<file path="config.mk">
export PLATFORM = sky130hd
export DESIGN_NAME = sdram_rd_seq
export DESIGN_NICKNAME = d
export VERILOG_FILES = /design/src/rtl/sdram_rd_pkg.sv /design/src/rtl/sdram_cmd_dec.sv /design/src/rtl/sdram_burst_gen.sv /design/src/rtl/sdram_rd_pipe.sv /design/src/rtl/sdram_rd_seq.sv
export SDC_FILE = /design/constraint.sdc
export NUM_CORES = 1
export LEC_CHECK = 0
export BUFFER_PORTS_ARGS = -buffer_cell sky130_fd_sc_hd__buf_4
export CAP_MARGIN = 20
export CORE_MARGIN = 8
export CORE_UTILIZATION = 52
export CTS_CLUSTER_SIZE = 28
export DETAILED_ROUTE_END_ITERATION = 8
export HOLD_SLACK_MARGIN = 0.08
export PLACE_DENSITY = 0.84
export SLEW_MARGIN = 15
export SYNTH_ARGS = -nofsm -noshare
export SYNTH_HDL_FRONTEND = slang
export SYNTH_SLANG_ARGS = --single-unit
</file>
<file path="constraint.sdc">
create_clock -name clk -period 1.85 [get_ports clk]
set_input_delay 0.0925 -clock clk [delete_from_list [all_inputs] [get_ports clk]]
set_output_delay 0.0925 -clock clk [all_outputs]
set_load 0.02 [all_outputs]
</file>
<file path="src/rtl/sdram_rd_pkg.sv">
package sdram_rd_pkg;

  typedef enum logic [1:0] {
    BL_ONE   = 2'd0,
    BL_TWO   = 2'd1,
    BL_FOUR  = 2'd2,
    BL_EIGHT = 2'd3
  } bl_code_e;

  // Read: select asserted, column strobe asserted, row strobe and write idle.
  function automatic logic is_read(input logic cs_n, input logic ras_n,
                                   input logic cas_n, input logic we_n);
    return (!cs_n) && ras_n && (!cas_n) && we_n;
  endfunction

endpackage

</file>
<file path="src/rtl/sdram_cmd_dec.sv">
module sdram_cmd_dec (
  input  logic cs_n,
  input  logic ras_n,
  input  logic cas_n,
  input  logic we_n,
  output logic rd_cmd
);
  import sdram_rd_pkg::*;

  // only the read pattern produces a command
  always_comb begin
    rd_cmd = is_read(cs_n, ras_n, cas_n, we_n);
  end

endmodule

</file>
<file path="src/rtl/sdram_burst_gen.sv">
module sdram_burst_gen #(
  parameter int COL_W  = 9,
  parameter int MAX_BL = 8
) (
  input  logic             clk,
  input  logic             rst_n,
  input  logic             rd_cmd,
  input  logic [COL_W-1:0] col_in,
  input  logic [1:0]       bl_in,
  input  logic             il_in,
  output logic             issue,
  output logic [COL_W-1:0] addr
);
  import sdram_rd_pkg::*;

  localparam int CNT_W = $clog2(MAX_BL);

  logic             act_q, act_d;
  logic [COL_W-1:0] base_q, base_d;
  logic [CNT_W-1:0] cnt_q, cnt_d;
  bl_code_e         blc_q, blc_d;
  logic             il_q, il_d;

  logic [CNT_W-1:0] last_beat;
  logic [COL_W-1:0] wrap_mask;
  logic [COL_W-1:0] seq_sum;

  always_comb begin
    last_beat = CNT_W'((1 << blc_q) - 1);
    wrap_mask = COL_W'((1 << blc_q) - 1);
  end

  // next-state
  always_comb begin
    act_d  = act_q;
    base_d = base_q;
    cnt_d  = cnt_q;
    blc_d  = blc_q;
    il_d   = il_q;
    if (rd_cmd) begin
      act_d  = 1'b1;
      base_d = col_in;
      cnt_d  = '0;
      blc_d  = bl_code_e'(bl_in);
      il_d   = il_in;
    end else if (act_q) begin
      if (cnt_q == last_beat) begin
        act_d = 1'b0;
      end else begin
        cnt_d = cnt_q + 1'b1;
      end
    end
  end

  // registers
  always_ff @(posedge clk or negedge rst_n) begin
    if (!rst_n) begin
      act_q  <= 1'b0;
      base_q <= '0;
      cnt_q  <= '0;
      blc_q  <= BL_ONE;
      il_q   <= 1'b0;
    end else begin
      act_q  <= act_d;
      base_q <= base_d;
      cnt_q  <= cnt_d;
      blc_q  <= blc_d;
      il_q   <= il_d;
    end
  end

  // beat address
  always_comb begin
    seq_sum = base_q + COL_W'(cnt_q);
    if (il_q) begin
      addr = base_q ^ COL_W'(cnt_q);
    end else begin
      addr = (base_q & ~wrap_mask) | (seq_sum & wrap_mask);
    end
    issue = act_q;
  end

  assert_restart_R7: assert property (@(posedge clk) disable iff (!rst_n)
    rd_cmd |=> (issue && addr == $past(col_in)));

  assert_burst_len_R3: assert property (@(posedge clk) disable iff (!rst_n)
    (issue && !rd_cmd && cnt_q == last_beat) |=> !issue);

  assert_seq_step_R4: assert property (@(posedge clk) disable iff (!rst_n)
    (issue && !rd_cmd && !il_q && cnt_q != last_beat) |=>
      (issue && ((addr & ~wrap_mask) == ($past(addr) & ~wrap_mask)) &&
       ((addr & wrap_mask) == (($past(addr) + 1'b1) & wrap_mask))));

  assert_il_step_R5: assert property (@(posedge clk) disable iff (!rst_n)
    (issue && !rd_cmd && il_q && cnt_q != last_beat) |=>
      (issue && ((addr ^ $past(addr)) == (COL_W'(cnt_q) ^ COL_W'(cnt_q - 1'b1)))));

endmodule

</file>
<file path="src/rtl/sdram_rd_pipe.sv">
module sdram_rd_pipe #(
  parameter int DATA_W = 16,
  parameter int MIN_CL = 2
) (
  input  logic              clk,
  input  logic              rst_n,
  input  logic              issue,
  input  logic              cl_long,
  input  logic [DATA_W-1:0] arr_rdata,
  output logic              out_valid,
  output logic [DATA_W-1:0] out_data
);
  localparam int MAX_CL = MIN_CL + 1;
  localparam int DST    = MAX_CL - 1;

  logic [MAX_CL-1:0]           v_q, v_d;
  logic [DST-1:0][DATA_W-1:0]  d_q, d_d;

  // next-state: valid shifts every cycle, data stages load only when fed
  always_comb begin
    v_d    = {v_q[MAX_CL-2:0], issue};
    d_d    = d_q;
    if (v_q[0]) d_d[0] = arr_rdata;
    for (int j = 1; j < DST; j++) begin
      if (v_q[j]) d_d[j] = d_q[j-1];
    end
  end

  always_ff @(posedge clk or negedge rst_n) begin
    if (!rst_n) begin
      v_q <= '0;
      d_q <= '0;
    end else begin
      v_q <= v_d;
      d_q <= d_d;
    end
  end

  always_comb begin
    if (cl_long) begin
      out_valid = v_q[MAX_CL-1];
      out_data  = out_valid ? d_q[DST-1] : '0;
    end else begin
      out_valid = v_q[MIN_CL-1];
      out_data  = out_valid ? d_q[MIN_CL-2] : '0;
    end
  end

  assert_lat_short_R6: assert property (@(posedge clk) disable iff (!rst_n)
    (!cl_long && $past(issue, 2)) |-> out_valid);

  assert_lat_long_R6: assert property (@(posedge clk) disable iff (!rst_n)
    (cl_long && $past(issue, 3)) |-> out_valid);

  assert_quiet_idle_R8: assert property (@(posedge clk) disable iff (!rst_n)
    (!cl_long && !$past(issue, 2)) |-> !out_valid);

endmodule

</file>
<file path="src/rtl/sdram_rd_seq.sv">
module sdram_rd_seq #(
  parameter int COL_W  = 9,
  parameter int DATA_W = 16,
  parameter int MAX_BL = 8
) (
  input  logic              clk,
  input  logic              rst_n,
  input  logic              cs_n,
  input  logic              ras_n,
  input  logic              cas_n,
  input  logic              we_n,
  input  logic [COL_W-1:0]  col_addr,
  input  logic [1:0]        mode_bl,
  input  logic              mode_interleave,
  input  logic              mode_cl3,
  input  logic [DATA_W-1:0] arr_rdata,
  output logic [COL_W-1:0]  arr_addr,
  output logic              arr_rd_en,
  output logic [DATA_W-1:0] dq_out,
  output logic              dq_valid
);

  logic [1:0] rst_q;
  logic       rst_s_n;
  logic       rd_cmd;

  // asynchronous assert, synchronous release
  always_ff @(posedge clk or negedge rst_n) begin
    if (!rst_n) rst_q <= 2'b00;
    else        rst_q <= {rst_q[0], 1'b1};
  end
  assign rst_s_n = rst_q[1];

  sdram_cmd_dec u_dec (
    .cs_n   (cs_n),
    .ras_n  (ras_n),
    .cas_n  (cas_n),
    .we_n   (we_n),
    .rd_cmd (rd_cmd)
  );

  sdram_burst_gen #(.COL_W(COL_W), .MAX_BL(MAX_BL)) u_gen (
    .clk    (clk),
    .rst_n  (rst_s_n),
    .rd_cmd (rd_cmd),
    .col_in (col_addr),
    .bl_in  (mode_bl),
    .il_in  (mode_interleave),
    .issue  (arr_rd_en),
    .addr   (arr_addr)
  );

  sdram_rd_pipe #(.DATA_W(DATA_W), .MIN_CL(2)) u_pipe (
    .clk       (clk),
    .rst_n     (rst_s_n),
    .issue     (arr_rd_en),
    .cl_long   (mode_cl3),
    .arr_rdata (arr_rdata),
    .out_valid (dq_valid),
    .out_data  (dq_out)
  );

endmodule

</file>
==> metrics.txt, run 1 <==
die height between 80 and 90 um; count of buffers from port buffering 61; failing checks setup timing; ANT nets after route 0; CP endpoint arr_addr[2]; max-cap viol count 0; worst vdd ir about 0.00087 V; Longest Clk Path Bufs 2; fin crit share 113%; post-DR vias/cell 5.31; leak pwr about 1.5 nW; Mean Syn Cell Area around 14 sq um; Cell Count, Final, Fillers Out roughly 310; share of the synthesized area in the top cell type a little under three fifths; PD cells about 1400 nW/um^2; max frequency 477 MHz; Worst R2R End u_gen.cnt_q[2]$_DFFE_PN0P_; Post-synth EDFFs 0; clock sinks 53; critical setup path kind reg -> out; endpoints failing setup 2; drt drc 0; clock transition at the registers of the reported paths ~90 ps; Worst EP arrival roughly 2000 ps; Synthesized Nets between 200 and 250; DP Area ~2900 sq um; Crit. End Element output port; largest net degree at the start of global routing 26; area delta synth->final 40.0%; most common flop cell mapped by yosys dfrtp_1; number of global-route vias before repair between 1500 and 2000; Clock Latency Late Sink ~300 ps; post-route minimum period 2100 ps; crit path launch type flip-flop; R2R Setup Slk 80 ps; core footprint around 4400 sq um; register bit total from synthesis 53; Synth async-reset ratio 100%; leading area contributor after synthesis dfrtp_1; Worst Clk Skew around 5 ps; final net count 298; root buffer cell clkbuf_8; first-pass GRT wire length just under 9000 um; Final WS setup -248 ps; largest cells by area after synthesis dfrtp_1 (56%), mux2_2 (22%), a22o_1 (6.0%); Initial Utilization 54.1%; routed length per instance 16.5 um; Distinct cells, synth 36; row count 24; Crit Path Max Fanout 2; initial antenna violation count 0; count of pins over their slew limit 0; Placer Congestion approximately 0.82; placed insts around 270; Critical Path RT between 1500 and 2000 ps; sequential share of the synthesized area between 50% and 60%; Die W about 83 um; total clock buffers created by CTS 5; TritonRoute pass-1 iters 4; YS warnings 0; fraction of layout cells with a size suffix above 1 between 50% and 60%; Worst R2R Path Depth 5; most frequent cells in the layout buf_4 (72), dfrtp_1 (51), mux2_2 (46); Vias approximately 1700; worst slew pin tran 634 ps; CTS tree yes; Final Hold Viols 0; GRT Overall Usage between 10% and 20%; Max H-tree Level 2; Initial DRC Count between 60 and 70; grt ovf 0; RSZ-0062 raised after global routing true; Min-Delay Path Class in -> async; synthesized instance count around 170; final wirelength approximately 5200 um; design area 3290 sq um; commonest non-fill, non-tap cell in the layout buf_4; Worst Setup SP u_gen.base_q[0]$_DFFE_PN0P_; die area about 6900 sq um; FF-to-FF Start u_gen.cnt_q[1]$_DFFE_PN0P_; ant diodes 0; Relative slew margins 57.7%; I/O pin cnt 62; status complete, but fails checks; Mapped Area around 2400 sq um; DP Wirelength ~3500 um
==> layer usage <==
metal  track usage, %  up-vias  routed length (um)
li1                 -      788                   -
met1             17.7      810                2150
met2             25.4       49                2650
met3             5.66        9                 302
met4             2.88        0                  53
met5                0        -                   0
==> flip-flops by register name, summed over array words and instances, names as in the netlist <==
signal        cells
u_gen.cnt_q       3
rst_q             2
u_pipe.v_q        3
u_gen.base_q      9
u_gen.blc_q       2
u_gen.issue       1
u_pipe.d_q       32
u_gen.il_q        1
==> worst min-delay path by stage <==
stage | from | endpoint | slack (ps) | cells past startpoint
2_1_floorplan | rst_n | rst_q[0]$_DFF_PN0_ | -200 | 0
3_3_place_gp | rst_n | rst_q[0]$_DFF_PN0_ | -120 | 1
3_5_place_dp | rst_n | rst_q[0]$_DFF_PN0_ | -120 | 1
4_1_cts | rst_n | rst_q[1]$_DFF_PN0_ | 100 | 2
5_1_grt | rst_n | rst_q[1]$_DFF_PN0_ | 110 | 2
6_report | rst_n | rst_q[0]$_DFF_PN0_ | 110 | 2
==> cells by family after synthesis <==
logic type               after synthesis  share of synthesized area (%)
AND/OR/NAND/NOR                       18                           4.84
multiplexers                          48                           22.9
XOR/XNOR                               1                          0.372
flip-flops                            53                           56.4
other                                  1                          0.159
buffers and inverters                 19                           3.67
adder cells (fa/ha/maj)                4                           2.45
AO/OA/AOI/OAI                         25                           9.25
==> through the flow <==
step	util, %	power [mW]	TNS (ps)	setup slack (ps)	hold slack, ps
after floorplan	-	3.33	0	26.1	-203
after global placement	66.1	3.92	0	47.3	-125
after detailed placement	66.3	4.01	-2.71	-2.71	-124
after CTS	75.3	4.71	-297	-258	101
after global routing	75.7	5.01	-423	-336	105
final	75.7	4.70	-269	-248	113
==> synth_stat cells, types with 2 or more instances <==
| master | n |
|---|---|
| ha_1 | 3 |
| buf_2 | 3 |
| dfrtp_1 | 53 |
| nor2b_1 | 3 |
| nor2_1 | 3 |
| nand3_1 | 3 |
| mux2_2 | 46 |
| clkbuf_1 | 11 |
| a22o_1 | 16 |
| buf_1 | 2 |
==> area by class of cell <==
cell class / instances / area (sq um)
Clock buffer: 5 / 68.8
Clock inverter: 3 / 17.5
Fill cell: 276 / 1060
Inverter: 1 / 3.75
Multi-Input combinational cell: 97 / 980
Sequential cell: 53 / 1330
Tap cell: 52 / 65.1
Timing Repair Buffer: 101 / 831
==> worst max-delay path: stages (launching register included) <==
cell,delay [ps]
dfrtp_1,400
ha_2,180
fa_2,330
mux2_2,290
a32oi_2,190
xnor2_1,150
buf_4,170
==> power by group <==
part           total [mW]  internal (mW)  switching [mW]
sequential           2.01           1.66           0.352
combinational        2.07           1.17           0.903
clock               0.620          0.261           0.359
total                4.70           3.08            1.61
==> what timing repair did <==
action,CTS,global route
hold buffers,29,0
resized for setup,4,4
pin swaps,2,0
gates cloned,0,0
setup buffers,1,0
endpoints found under the setup margin,8,3
hold endpoints to repair,30,0
Note: power is estimated with default switching activity, not from simulation.
==> inputs of run 2 (changes only) <==
ABC_AREA = 1   (was default)
==> metrics.txt, run 2 <==
Reg power frac 39.7% (-3.1 points); Initial Utilization 54.2% (+0.14 points); row count 24 (unchanged); GRT Overall Usage 14.6% (-0.40 points); Vias 1825 (+10%); max-cap viol count 0 (unchanged); count of buffers from port buffering 61 (unchanged); leading area contributor after synthesis dfrtp_1; Relative slew margins 59.0% (+1.3 points); Mean Syn Cell Area 10.7 sq um (-23%); Sw Ratio 36.8% (+2.5 points); TritonRoute pass-1 iters 4 (unchanged); Initial DRC Count 83 (+34%); Sw Pwr 1.79 mW (+11%); Synthesized Nets 259 (+25%); RSZ-0062 raised after global routing true; first-pass GRT wire length 8510 um (-1.9%); worst hold slack 118 ps (+5.75 ps); root buffer cell clkbuf_8; Max H-tree Level 2 (unchanged); ant diodes 0 (unchanged); endpoints failing setup 0 (-2); Clock Latency Late Sink 300 ps (about the same); Critical Path RT 1760 ps (about the same); post-route minimum period 1850 ps (-248 ps); worst slew pin tran 615 ps (-19.3 ps); CP Depth 5 (-1); most frequent cells in the layout buf_4 (68), dfrtp_1 (52), nand2_1 (35); Post-synth EDFFs 0 (unchanged); Worst R2R End u_gen.cnt_q[0]$_DFFE_PN0P_; total power 4.88 mW (+3.8%); Crit. End Element output port; final net count 347 (+16%); Placer Congestion 0.791 (-3.2%); leak pwr 1.63 nW (+6.4%); largest net degree at the start of global routing 52 (+100%); Final WS setup 0.174 ps (+248 ps); largest cells by area after synthesis dfrtp_1 (56%), mux2_2 (8.6%), nand2_1 (5.6%); synthesized instance count 220 (+30%); I/O pin cnt 62 (unchanged); max FFs per register 32 (unchanged); Reg with most FFs u_pipe.d_q; fraction of layout cells with a size suffix above 1 35.3% (-18 points); most common flop cell mapped by yosys dfrtp_1; highest-delay cell along the critical path fa_2; critical-path cell list ha_2, fa_2, a21oi_1, a21oi_1, buf_4; worst vdd ir 0.000887 V (+1.7%); DP Wirelength 3380 um (-2.3%); register bit total from synthesis 53 (unchanged); ANT nets after route 0 (unchanged); Min-Delay Path Class in -> async; internal power 3.08 mW (about the same); Worst Clk Skew 8.31 ps (+3.25 ps); clock share of power 15.7% (+2.5 points); Synth async-reset ratio 100% (unchanged); clock sinks 53 (unchanged); buffers plus inverters on the worst setup path 1 (unchanged); total clock buffers created by CTS 5 (unchanged); combinational share of power 44.6% (+0.6 points); CTS tree yes; status complete, no violations; die area 6950 sq um (+0.22%); PD cells 1490 nW/um^2 (+4.6%); crit path launch type flip-flop; fin crit share 100% (-13 points); routed length per instance 14.0 um (-15%); R2R Setup Slk 550 ps (+470 ps); initial antenna violation count 0 (unchanged); Die W 83.4 um (+0.11%); commonest non-fill, non-tap cell in the layout buf_4; die height 83.4 um (+0.11%); core footprint 4350 sq um (unchanged); Final Hold Viols 0 (unchanged); CP peak stage delay 510 ps (+110 ps); share of the synthesized area in the top cell type 56.2% (-0.15 points); FF-to-FF Start u_gen.blc_q[1]$_DFFE_PN0P_; final core occ 75.1% (-0.57 points); cell mode on critical path a21oi_1; Worst R2R Path Depth 6 (+1); Crit Path Max Fanout 2 (unchanged); Distinct cells, synth 24 (-33%); post-DR vias/cell 5.06 (-4.8%); clock transition at the registers of the reported paths 90 ps (about the same); critical setup path kind reg -> out; sequential share of the synthesized area 56.2% (-0.15 points); area delta synth->final 38.5%; most common cell in the synthesized netlist dfrtp_1; Mapped Area 2360 sq um (+0.27%); grt ovf 0 (unchanged); max frequency 541 MHz (+13%); number of global-route vias before repair 1840 (+5.1%); count of pins over their slew limit 0 (unchanged); YS warnings 0 (unchanged); top flop regs u_pipe.d_q: 32 flops, u_gen.base_q: 9 flops; drt drc 0 (unchanged); Worst EP arrival 1760 ps (-250 ps); pre-CTS WS 228 ps (+231 ps); Top Family by Delay on Critical Path adder cells; final wirelength 5060 um (-2.0%); commonest cells in the netlist dfrtp_1 (53), nand2_1 (35), inv_1 (24); Longest Clk Path Bufs 2 (unchanged)
run 2: cell count changes after synthesis, sizes merged, moves of 5 or more:
cell and change:
nand2 +35, inv +23, mux2 -22, o21ai +18
a22o -16, o22ai +16, a21oi +5
run 2: what timing repair did:
item / in CTS / in global routing
gates resized for setup: 2 / 3
pin swaps: 2 / 6
setup buffers: 2 / 2
hold buffers: 29 / 0
setup endpoints to repair: 2 / 2
hold endpoints to repair: 30 / 0
run 2: area by class of cell:
type                            instances  area (sq um)
Tap cell                               52          65.1
Timing Repair Buffer                   98           812
Fill cell                             306          1080
Clock buffer                            6          72.6
Multi-Input combinational cell        126           863
Clock inverter                          2          38.8
Inverter                               24          90.1
Sequential cell                        53          1330
run 2: worst max path at each step:
stage / slack (ps) / end / from
4_1_cts: -20 / arr_addr[1] / u_gen.base_q[0]$_DFFE_PN0P_
2_1_floorplan: 270 / u_gen.base_q[0]$_DFFE_PN0P_ / rst_q[1]$_DFF_PN0_
5_1_grt: -80 / arr_addr[1] / u_gen.base_q[0]$_DFFE_PN0P_
3_3_place_gp: 260 / arr_addr[2] / u_gen.cnt_q[0]$_DFFE_PN0P_
3_5_place_dp: 230 / arr_addr[2] / u_gen.cnt_q[0]$_DFFE_PN0P_
6_report: 0.2 / arr_addr[1] / u_gen.base_q[0]$_DFFE_PN0P_
run 2: metal layers:
layer	up-vias	GRT usage, %	part of all wire [%]
li1	899	-	-
met1	864	16.8	42
met2	56	25.1	51
met3	6	4.98	6.0
met4	0	3.83	0.89
met5	-	0	0
run 2: cells by family after synthesis:
group	synth area share, %
flops	56.2
simple gates	9.81
compound gates	9.54
buf+inv	7.64
mux	13.5
fa+ha+maj	2.44
xor+xnor	0.742
other cells	0.159
run 2: stage by stage:
stage                     area (sq um)  instances  setup TNS, ps
after detailed placement          2820        320              0
after global routing              3270        361           -107
after floorplan                   2360        220              0
after global placement            2820        320              0
after CTS                         3250        359          -21.0
final                             3270        361              0
run 2: power by group through the flow:
stage	clock network, mW	registers, mW	logic (mW)
6_report	0.766	1.93	2.18
5_1_grt	0.848	1.99	2.41
4_1_cts	0.796	1.93	2.15
3_5_place_dp	0	1.96	2.06
3_3_place_gp	0	1.93	1.99
2_1_floorplan	0	1.89	1.43
run 2: worst register-to-register path, stage by stage, from the launching register on:
cell	delay, ps
dfrtp_1	500
o21ai_0	250
nand2_1	90
nand3_2	100
nand2_2	80
nand3_1	90
nand2_1	80
